### src/rtl/birq_pkg.sv
package birq_pkg;

  // Register byte offsets
  localparam int OFF_BASIC    = 'h00;
  localparam int OFF_PEND_LO  = 'h04;
  localparam int OFF_PEND_HI  = 'h08;
  localparam int OFF_FIQ      = 'h0C;
  localparam int OFF_EN_BASE  = 'h10;
  localparam int OFF_DIS_BASE = 'h1C;
  localparam int NUM_BANKS    = 3;

  // Basic status word layout
  localparam int BIT_SUM_LO = 8;
  localparam int BIT_SUM_HI = 9;
  localparam int SC_LSB     = 10;
  localparam int SC_NUM     = 11;

  // Shared source mirrored by shortcut bit SC_LSB+k
  function automatic int sc_src(input int k);
    case (k)
      0:       return 7;
      1:       return 9;
      2:       return 10;
      3:       return 18;
      4:       return 19;
      5:       return 53;
      6:       return 54;
      7:       return 55;
      8:       return 56;
      9:       return 57;
      default: return 62;
    endcase
  endfunction

endpackage

### src/rtl/birq_en_bank.sv
module birq_en_bank #(
  parameter int W = 32
) (
  input  logic         clk,
  input  logic         rst_n,
  input  logic         set_we,
  input  logic         clr_we,
  input  logic [W-1:0] wdata,
  output logic [W-1:0] en_q
);

  logic [W-1:0] en_d;
  logic         en_ce;

  assign en_ce = set_we | clr_we;

  always_comb begin
    en_d = en_q;
    if (set_we)      en_d = en_q | wdata;
    else if (clr_we) en_d = en_q & ~wdata;
  end

  always_ff @(posedge clk or negedge rst_n) begin
    if (!rst_n)     en_q <= '0;
    else if (en_ce) en_q <= en_d;
  end

  AST_SET_TAKES: assert property (@(posedge clk) disable iff (!rst_n)
    set_we |=> ((en_q & $past(wdata)) == $past(wdata)));
  AST_CLR_TAKES: assert property (@(posedge clk) disable iff (!rst_n)
    clr_we |=> ((en_q & $past(wdata)) == '0));
  AST_EN_HOLD: assert property (@(posedge clk) disable iff (!rst_n)
    !(set_we || clr_we) |=> $stable(en_q));

endmodule

### src/rtl/birq_fiq_ctl.sv
module birq_fiq_ctl #(
  parameter int NUM_SRC = 72,
  parameter int SEL_W   = 7
) (
  input  logic               clk,
  input  logic               rst_n,
  input  logic               we,
  input  logic [SEL_W:0]     wdata,
  input  logic [NUM_SRC-1:0] src,
  output logic [SEL_W:0]     ctl_q,
  output logic [NUM_SRC-1:0] steer_mask,
  output logic               fiq_o
);

  logic [SEL_W:0] ctl_d;

  always_comb begin
    ctl_d = ctl_q;
    if (we) ctl_d = wdata;
  end

  always_ff @(posedge clk or negedge rst_n) begin
    if (!rst_n)  ctl_q <= '0;
    else if (we) ctl_q <= ctl_d;
  end

  for (genvar i = 0; i < NUM_SRC; i++) begin : g_steer
    assign steer_mask[i] = ctl_q[SEL_W] && (ctl_q[SEL_W-1:0] == SEL_W'(i));
  end

  assign fiq_o = |(steer_mask & src);

  AST_FIQ_HOLD: assert property (@(posedge clk) disable iff (!rst_n)
    !we |=> $stable(ctl_q));
  AST_FIQ_ONE_SRC: assert property (@(posedge clk) disable iff (!rst_n)
    $onehot0(steer_mask));
  AST_FIQ_ARMED: assert property (@(posedge clk) disable iff (!rst_n)
    fiq_o |-> ctl_q[SEL_W]);

endmodule

### src/rtl/bank_irq_ctrl.sv
module bank_irq_ctrl
  import birq_pkg::*;
#(
  parameter int SHARED_W = 32,
  parameter int LOCAL_W  = 8,
  parameter int ADDR_W   = 8,
  parameter int DATA_W   = 32
) (
  input  logic                               clk,
  input  logic                               rst_n,
  input  logic [2*SHARED_W+LOCAL_W-1:0]      src_i,
  input  logic [ADDR_W-1:0]                  bus_addr_i,
  input  logic                               bus_we_i,
  input  logic [DATA_W-1:0]                  bus_wdata_i,
  output logic [DATA_W-1:0]                  bus_rdata_o,
  output logic                               irq_o,
  output logic                               fiq_o
);

  localparam int NUM_SRC = 2*SHARED_W + LOCAL_W;
  localparam int SEL_W   = $clog2(NUM_SRC);

  // Reset: asynchronous assert, synchronous release
  logic [1:0] rst_sync_q;
  logic       rst_int_n;

  always_ff @(posedge clk or negedge rst_n) begin
    if (!rst_n) rst_sync_q <= 2'b00;
    else        rst_sync_q <= {rst_sync_q[0], 1'b1};
  end
  assign rst_int_n = rst_sync_q[1];

  logic [NUM_SRC-1:0] en_all;
  logic [NUM_SRC-1:0] pend;
  logic [NUM_SRC-1:0] steer_mask;
  logic [SEL_W:0]     fiq_ctl;
  logic               fiq_we;

  for (genvar b = 0; b < NUM_BANKS; b++) begin : g_bank
    localparam int BW = (b == NUM_BANKS-1) ? LOCAL_W : SHARED_W;
    localparam int LO = b * SHARED_W;
    localparam logic [ADDR_W-1:0] A_SET = ADDR_W'(OFF_EN_BASE + 4*b);
    localparam logic [ADDR_W-1:0] A_CLR = ADDR_W'(OFF_DIS_BASE + 4*b);

    birq_en_bank #(.W(BW)) u_bank (
      .clk    (clk),
      .rst_n  (rst_int_n),
      .set_we (bus_we_i && (bus_addr_i == A_SET)),
      .clr_we (bus_we_i && (bus_addr_i == A_CLR)),
      .wdata  (bus_wdata_i[BW-1:0]),
      .en_q   (en_all[LO +: BW])
    );
  end

  assign fiq_we = bus_we_i && (bus_addr_i == ADDR_W'(OFF_FIQ));

  birq_fiq_ctl #(.NUM_SRC(NUM_SRC), .SEL_W(SEL_W)) u_fiq (
    .clk        (clk),
    .rst_n      (rst_int_n),
    .we         (fiq_we),
    .wdata      (bus_wdata_i[SEL_W:0]),
    .src        (src_i),
    .ctl_q      (fiq_ctl),
    .steer_mask (steer_mask),
    .fiq_o      (fiq_o)
  );

  logic unused_wdata;
  assign unused_wdata = ^bus_wdata_i;

  assign pend  = src_i & en_all;
  assign irq_o = |(pend & ~steer_mask);

  // Basic status word: local sources, bank summaries, shortcut mirrors
  logic [DATA_W-1:0] basic_w;
  always_comb begin
    basic_w = '0;
    basic_w[LOCAL_W-1:0] = pend[2*SHARED_W +: LOCAL_W];
    basic_w[BIT_SUM_LO]  = |pend[SHARED_W-1:0];
    basic_w[BIT_SUM_HI]  = |pend[SHARED_W +: SHARED_W];
    for (int k = 0; k < SC_NUM; k++) begin
      basic_w[SC_LSB+k] = pend[sc_src(k)];
    end
  end

  always_comb begin
    bus_rdata_o = '0;
    case (bus_addr_i)
      ADDR_W'(OFF_BASIC):        bus_rdata_o = basic_w;
      ADDR_W'(OFF_PEND_LO):      bus_rdata_o = DATA_W'(pend[SHARED_W-1:0]);
      ADDR_W'(OFF_PEND_HI):      bus_rdata_o = DATA_W'(pend[SHARED_W +: SHARED_W]);
      ADDR_W'(OFF_FIQ):          bus_rdata_o = DATA_W'(fiq_ctl);
      ADDR_W'(OFF_EN_BASE):      bus_rdata_o = DATA_W'(en_all[SHARED_W-1:0]);
      ADDR_W'(OFF_EN_BASE + 4):  bus_rdata_o = DATA_W'(en_all[SHARED_W +: SHARED_W]);
      ADDR_W'(OFF_EN_BASE + 8):  bus_rdata_o = DATA_W'(en_all[2*SHARED_W +: LOCAL_W]);
      default:                   bus_rdata_o = '0;
    endcase
  end

  AST_IRQ_HAS_SOURCE: assert property (@(posedge clk) disable iff (!rst_int_n)
    irq_o |-> |(src_i & en_all));
  AST_SUMMARY_BACKED: assert property (@(posedge clk) disable iff (!rst_int_n)
    (basic_w[BIT_SUM_LO] || basic_w[BIT_SUM_HI]) |-> |src_i[2*SHARED_W-1:0]);
  AST_FIQ_SRC_HIGH: assert property (@(posedge clk) disable iff (!rst_int_n)
    fiq_o |-> |src_i);

endmodule

### config.mk
export PLATFORM = sky130hd
export DESIGN_NAME = bank_irq_ctrl
export DESIGN_NICKNAME = d
export VERILOG_FILES = /design/src/rtl/birq_pkg.sv /design/src/rtl/birq_en_bank.sv /design/src/rtl/birq_fiq_ctl.sv /design/src/rtl/bank_irq_ctrl.sv
export SDC_FILE = /design/constraint.sdc
export NUM_CORES = 1
export LEC_CHECK = 0
export ABC_AREA = 1
export BUFFER_PORTS_ARGS = -buffer_cell sky130_fd_sc_hd__buf_4
export CAP_MARGIN = 20
export CORE_MARGIN = 3
export CORE_UTILIZATION = 40
export DETAILED_ROUTE_END_ITERATION = 12
export PLACE_DENSITY = 0.64
export REMOVE_ABC_BUFFERS = 1
export SLEW_MARGIN = 10
export SYNTH_ARGS = -nofsm -noshare
export SYNTH_HDL_FRONTEND = slang
export SYNTH_HIERARCHICAL = 1
export SYNTH_SLANG_ARGS = --single-unit
### constraint.sdc
create_clock -name clk -period 2.7 [get_ports clk]
set_clock_uncertainty 0.05 [all_clocks]
set_input_delay 0.27 -clock clk [delete_from_list [all_inputs] [get_ports clk]]
set_output_delay 0.27 -clock clk [all_outputs]
set_load 0.05 [all_outputs]
==> results of run 1 <==
what timing repair did:
action,in CTS,in global routing
setup endpoints to repair,1,2
hold endpoints to repair,2,0
pin swaps,4,22
hold buffers,1,0
buffers inserted,5,13
resized for setup,27,58
power groups by stage:
stage | Sequential (mW) | Clock [mW] | Combinational, mW
final | 1.38 | 1.44 | 0.661
after global routing | 1.39 | 1.50 | 0.710
after CTS | 1.37 | 1.46 | 0.603
after detailed placement | 1.39 | 0 | 0.577
after global placement | 1.39 | 0 | 0.577
after floorplan | 1.37 | 0 | 0.244
stage by stage:
stage                      TNS, ns  setup slack [ns]  cell area [µm²]
after floorplan                  0            0.1828             6658
after global placement           0            0.1302             8310
after detailed placement         0            0.1474             8310
after CTS                        0         0.0005487             8772
after global routing      -0.08202          -0.06188             9034
final                            0           0.02213             9034
synthesized netlist by cell type (all sizes together):
| cell | number |
|---|---|
| or2 | 2 |
| nand3 | 107 |
| dfrtp | 82 |
| nor2 | 238 |
| inv | 68 |
| o22ai | 12 |
| clkbuf | 5 |
| mux2 | 1 |
| conb | 1 |
| a21oi | 8 |
| nand4 | 23 |
| nor3 | 11 |
| buf | 29 |
| nand2 | 619 |
| o21ai | 24 |
cell usage in the layout, fill, tap and decap left out, drive strengths merged:
cell	instances
clkbuf	11
nand4	23
a21oi	8
or2	2
o22ai	12
nand3	107
dlygate4sd3	1
buf	196
nand2	619
clkinvlp	2
mux2	1
conb	1
inv	67
dfrtp	82
nor3	11
bufinv	3
o21ai	24
clkinv	1
nor2	238
logic make-up (layout without fill, tap and decap cells):
family	count (synthesis)	in the layout	synth area share, %
simple gates	1000	1000	59.05
buf+inv	102	281	7.688
flops	82	82	29.60
compound gates	44	44	3.447
other cells	1	1	0.05409
mux	1	1	0.1624
layer usage:
metal  vias to the layer above  part of all wire, %  track usage, %
li1                       4183                    -               -
met1                      4094                   45           50.58
met2                       475                   43           52.85
met3                        53                  9.2           4.565
met4                         0                  2.7           11.09
met5                         -                    0               0
tightest hold or removal path, cell delays in order:
cell,delay (ns)
buf_4,0.10
nand2_1,0.04
nand2_1,0.05
worst min path at each step:
stage | to | cells after the start
finish | flop | 3
global route | flop | 3
CTS | flop | 3
detailed placement | rst_sync_q[0] | 1
global placement | rst_sync_q[0] | 1
floorplan | rst_sync_q[0] | 0
cell type report:
type	instances	area [µm²]	area share, %
Tap cell	220	275.3	3.047
Timing Repair Buffer	197	1533	16.97
Clock buffer	11	232.7	2.576
Clock inverter	5	102.6	1.136
Inverter	68	271.5	3.006
Sequential cell	82	2062	22.83
Multi-Input combinational cell	1046	4557	50.44
==> flow_summary.json, run 1 <==
{
  "status": "finished clean",
  "antenna_cells": 0,
  "die_w_um": 137.7,
  "remaining_drc_errors": 0,
  "clkSinkCount": 82,
  "hold_start": "bus_wdata_i[27]",
  "powerDensity_mw_per_mm2": 384.5,
  "postLayoutCoreUtil_pct": 53.90,
  "r2r_cells": 1,
  "drt-vias-per-instance": 5.405,
  "startpoint_type": "flop",
  "endpoint_kind": "output pin",
  "r2r_slack_ns": 1.68,
  "antenna_found_initial": 0,
  "grt_pass1_wl_um": 48540,
  "ir_drop_v": 0.0003262,
  "seqPwrFrac_pct": 39.6,
  "drt_first_pass_iters": 7,
  "period_share_pct": 99.18,
  "path_clk_slew_ns": 0.07,
  "critPathArrivalTime_ns": 2.36,
  "clk_latency_ns": 0.36,
  "cpMaxStageDelayCell": "dfrtp_2",
  "intPower_mw": 2.451,
  "drt_iter0_markers": 897,
  "cp_common_cell": "nand2_1",
  "leakage_nw": 4.856,
  "layoutNonFillerInstCount": 1629,
  "avgRoutedWirePerCell_um": 20.24,
  "cts_tree": "yes",
  "portBuffers": 148,
  "synth_cells": 1230,
  "ys_ff_latch": 82,
  "cts_buffer_depth": 2,
  "cts_buffers": 9,
  "final_max_slew_viol_count": 0,
  "cp-endpoint": "fiq_o",
  "cap_violations": 0,
  "die-area_mm2": 0.01895,
  "min_period_ns": 2.678,
  "max_freq_mhz": 373.4,
  "reg2reg_from": "rst_sync_q[1]",
  "num_vias": 8805,
  "ctsRootBufferMaster": "clkbuf_16",
  "comb_power_share_pct": 19.0,
  "ys_seq_area_share_pct": 29.60,
  "drive_above_1_share_pct": 22.36,
  "synthTopCellsByArea": "nand2_1 (33%), dfrtp_1 (30%), nor2_1 (12%), nand3_1 (7.4%), inv_1 (3.0%)",
  "ant_nets": 0,
  "p_sw_share_pct": 29.44,
  "synth.avg_cell_area_um2": 5.637,
  "syn_area_mm2": 0.006933,
  "start_util_pct": 41.37,
  "cp_num_cells": 13,
  "ys_types": 28,
  "pwr-share-clk_pct": 41.3,
  "timing.critical_path.cells": "nand2_2 > nor2_4 > buf_4 > buf_4 > nand3_1 > nand2_1 > nor2_1 > nand2_1 > nor2_1 > nand2_1 > nor2_1 > nand2_1 > buf_4",
  "synth_top_area_cell": "nand2_1",
  "die_h_um": 137.7,
  "grt_pass1_vias": 8046,
  "hp-class": "input pin to flop",
  "htreeDepth": 3,
  "cp.required_ns": 2.38,
  "design.core.area_mm2": 0.01676,
  "dp_cells": 1594,
  "cpPeakStageDelay_ns": 0.45,
  "fill_cells": 1777,
  "crit_path_max_fanout": 4,
  "ys_warn_count": 6,
  "switching_power_mw": 1.023,
  "crit_buf_inv": 3,
  "worst_pin_slew_ns": 0.7770,
  "grt-ovfl-total": 0,
  "rows": 47,
  "critPathLaunch": "u_fiq/ctl_q[0]",
  "nNetsFinal": 1519,
  "slew_headroom_pct": 48.01,
  "areaGrowthSynthToFinish_pct": 30.30,
  "drt-total-wl_um": 32970,
  "rsz0062_at_grt": "yes",
  "critical-path-top-delay-family": "simple AND/OR/NAND/NOR gates",
  "netlist.area_leader.share_pct": 33.24,
  "hold_viol": 0,
  "track_usage_pct": 34.66,
  "ios": 149,
  "grt_max_degree": 43,
  "place_hpwl_um": 26210,
  "gp_congestion": 1.019,
  "setup_viol": 0,
  "critical_path_class": "flop to output pin",
  "whs_ns": 0.08304,
  "power_mw": 3.474
}
(Power assumes the default switching activity.)
==> run 2, diff against run 1 <==
Settings changed: CORE_UTILIZATION 40 to 55, PLACE_DENSITY 0.64 to 0.82.
==> run 2 against run 1 <==
Count of clock-buffer cells in the layout is the same. Utilization up 19 points. Final cell count down 3.7%. Worst hold slack improved by 0.0074 ns. Largest power group is now registers. The flow now finishes with violations (negative setup slack). Critical endpoint unchanged. Global-route usage up 7.5 points. Flip-flop and latch count did not move.
==> flow_summary.json, run 2 (synthesis gave the netlist of run 1 again) <==
{
  "final_area_mm2": 0.008859,
  "path_clk_slew_ns": 0.07,
  "critical_path_class": "flop to output pin",
  "rows": 40,
  "drt_first_pass_iters": 7,
  "violations": "negative setup slack",
  "ir_drop_v": 0.0002621,
  "design.core.area_mm2": 0.01216,
  "seqPwrFrac_pct": 41.1,
  "hp-class": "input pin to flop",
  "hold_viol": 0,
  "cp_common_cell": "nand2_1",
  "cpPeakStageDelay_ns": 0.41,
  "cap_violations": 0,
  "grt-ovfl-total": 0,
  "grt_pass1_wl_um": 46070,
  "holdPathStages": 3,
  "start_util_pct": 57.01,
  "portBuffers": 148,
  "antenna_found_initial": 0,
  "num_vias": 9402,
  "comb_power_share_pct": 19.1,
  "die_w_um": 118.3,
  "pre_cts_ws_ns": 0.2488,
  "timing.critical_path.cells": "inv_2 > buf_4 > nand2_1 > nor2_4 > buf_4 > nand3_1 > nand2_1 > nor2_1 > nand2_1 > nor2_2 > nand2_1 > nor2_1 > nand2_1 > buf_4",
  "mostFrequentLayoutCells": "nand2_1 (606), nor2_1 (196), buf_4 (181), nand3_1 (102), dfrtp_1 (77)",
  "ctsRootBufferMaster": "clkbuf_16",
  "leakage_nw": 4.814,
  "cp.required_ns": 2.38,
  "fill_cells": 1025,
  "drt_iter0_markers": 1438,
  "remaining_drc_errors": 0,
  "postPlaceCellArea_mm2": 0.008160,
  "endpoint_kind": "output pin",
  "powerDensity_mw_per_mm2": 377.9,
  "cpMaxStageDelayCell": "dfrtp_1",
  "p_sw_share_pct": 30.04,
  "nNetsFinal": 1510,
  "ant_nets": 0,
  "setup_tns_ns": -0.03719,
  "hold_start": "bus_wdata_i[27]",
  "switching_power_mw": 1.006,
  "avgRoutedWirePerCell_um": 19.74,
  "worst_pin_slew_ns": 0.6550,
  "dp_cells": 1534,
  "worst_slack_ns": -0.02540,
  "die_h_um": 118.3,
  "die-area_mm2": 0.01399,
  "whs_ns": 0.09048,
  "slew_headroom_pct": 56.17,
  "drt-vias-per-instance": 5.996,
  "critical-path-top-delay-family": "simple AND/OR/NAND/NOR gates",
  "gp_congestion": 1.146,
  "reg2reg_from": "rst_sync_q[1]",
  "cts_buffer_depth": 2,
  "clk_latency_ns": 0.35,
  "grt_max_degree": 81,
  "grt_pass1_vias": 8438,
  "track_usage_pct": 42.21,
  "areaGrowthSynthToFinish_pct": 27.77,
  "final_max_slew_viol_count": 0,
  "cts_tree": "yes",
  "power_mw": 3.347,
  "final_common_cell": "nand2_1",
  "intPower_mw": 2.342,
  "drt-total-wl_um": 30950,
  "setup_viol": 2,
  "layoutNonFillerInstCount": 1568,
  "crit_path_max_fanout": 15,
  "crit_buf_inv": 4,
  "rsz0062_at_grt": "yes",
  "place_hpwl_um": 23140,
  "status": "finished with violations",
  "cts_buffers": 9,
  "period_share_pct": 100.9,
  "pwr-share-clk_pct": 39.8,
  "startpoint_type": "flop",
  "min_period_ns": 2.725,
  "drive_above_1_share_pct": 20.79,
  "r2r_slack_ns": 1.68,
  "critPathArrivalTime_ns": 2.41,
  "r2r_cells": 1,
  "antenna_cells": 0,
  "postLayoutCoreUtil_pct": 72.84,
  "htreeDepth": 3,
  "clkSinkCount": 82,
  "ios": 149,
  "max_freq_mhz": 366.9
}
==> run 2: final cells by class <==
cell class                      instances  area [µm²]  area share (%)
Clock buffer                           11       232.7           2.627
Sequential cell                        82        2061           23.26
Clock inverter                          5       78.83          0.8898
Multi-Input combinational cell       1046        4538           51.23
Timing Repair Buffer                  188        1463           16.51
Tap cell                              168       210.2           2.373
Inverter                               68       275.3           3.107
==> run 2: power groups by stage <==
stage                     clock network (mW)  registers (mW)  logic (mW)
final                                   1.33            1.38       0.640
after floorplan                            0            1.37       0.244
after global placement                     0            1.40       0.532
after CTS                               1.33            1.38       0.555
after global routing                    1.38            1.38       0.684
after detailed placement                   0            1.40       0.543
==> run 2: how the worst max path moves through the flow <==
stage                   startpoint  endpoint  slack, ns  depth (start not counted)
global route        u_fiq/ctl_q[5]     irq_o      -0.09                         15
global placement    u_fiq/ctl_q[0]     irq_o       0.23                         13
detailed placement  u_fiq/ctl_q[1]     irq_o       0.25                         13
floorplan            bus_addr_i[7]      flop       0.18                          5
CTS                 u_fiq/ctl_q[2]     irq_o     0.0002                         13
finish              u_fiq/ctl_q[5]     fiq_o      -0.03                         14
==> run 2: what timing repair did <==
item	in CTS	in global routing
hold endpoints to repair	2	0
setup buffers	0	16
pin swaps	0	19
setup endpoints to repair	1	2
hold buffers	1	0
resized for setup	12	60
==> run 2: layer usage <==
metal	track usage, %	wire, µm	up-vias
met5	0	0	-
met4	19.19	1472	0
met3	10.48	4496	144
met2	63.92	13240	866
met1	56.93	11730	4223
li1	-	-	4169
==> run 2: tightest hold or removal path, delay by kind of cell <==
kind	cells	cell delay, ns
buffers and inverters	1	0.10
AND/OR/NAND/NOR	2	0.09
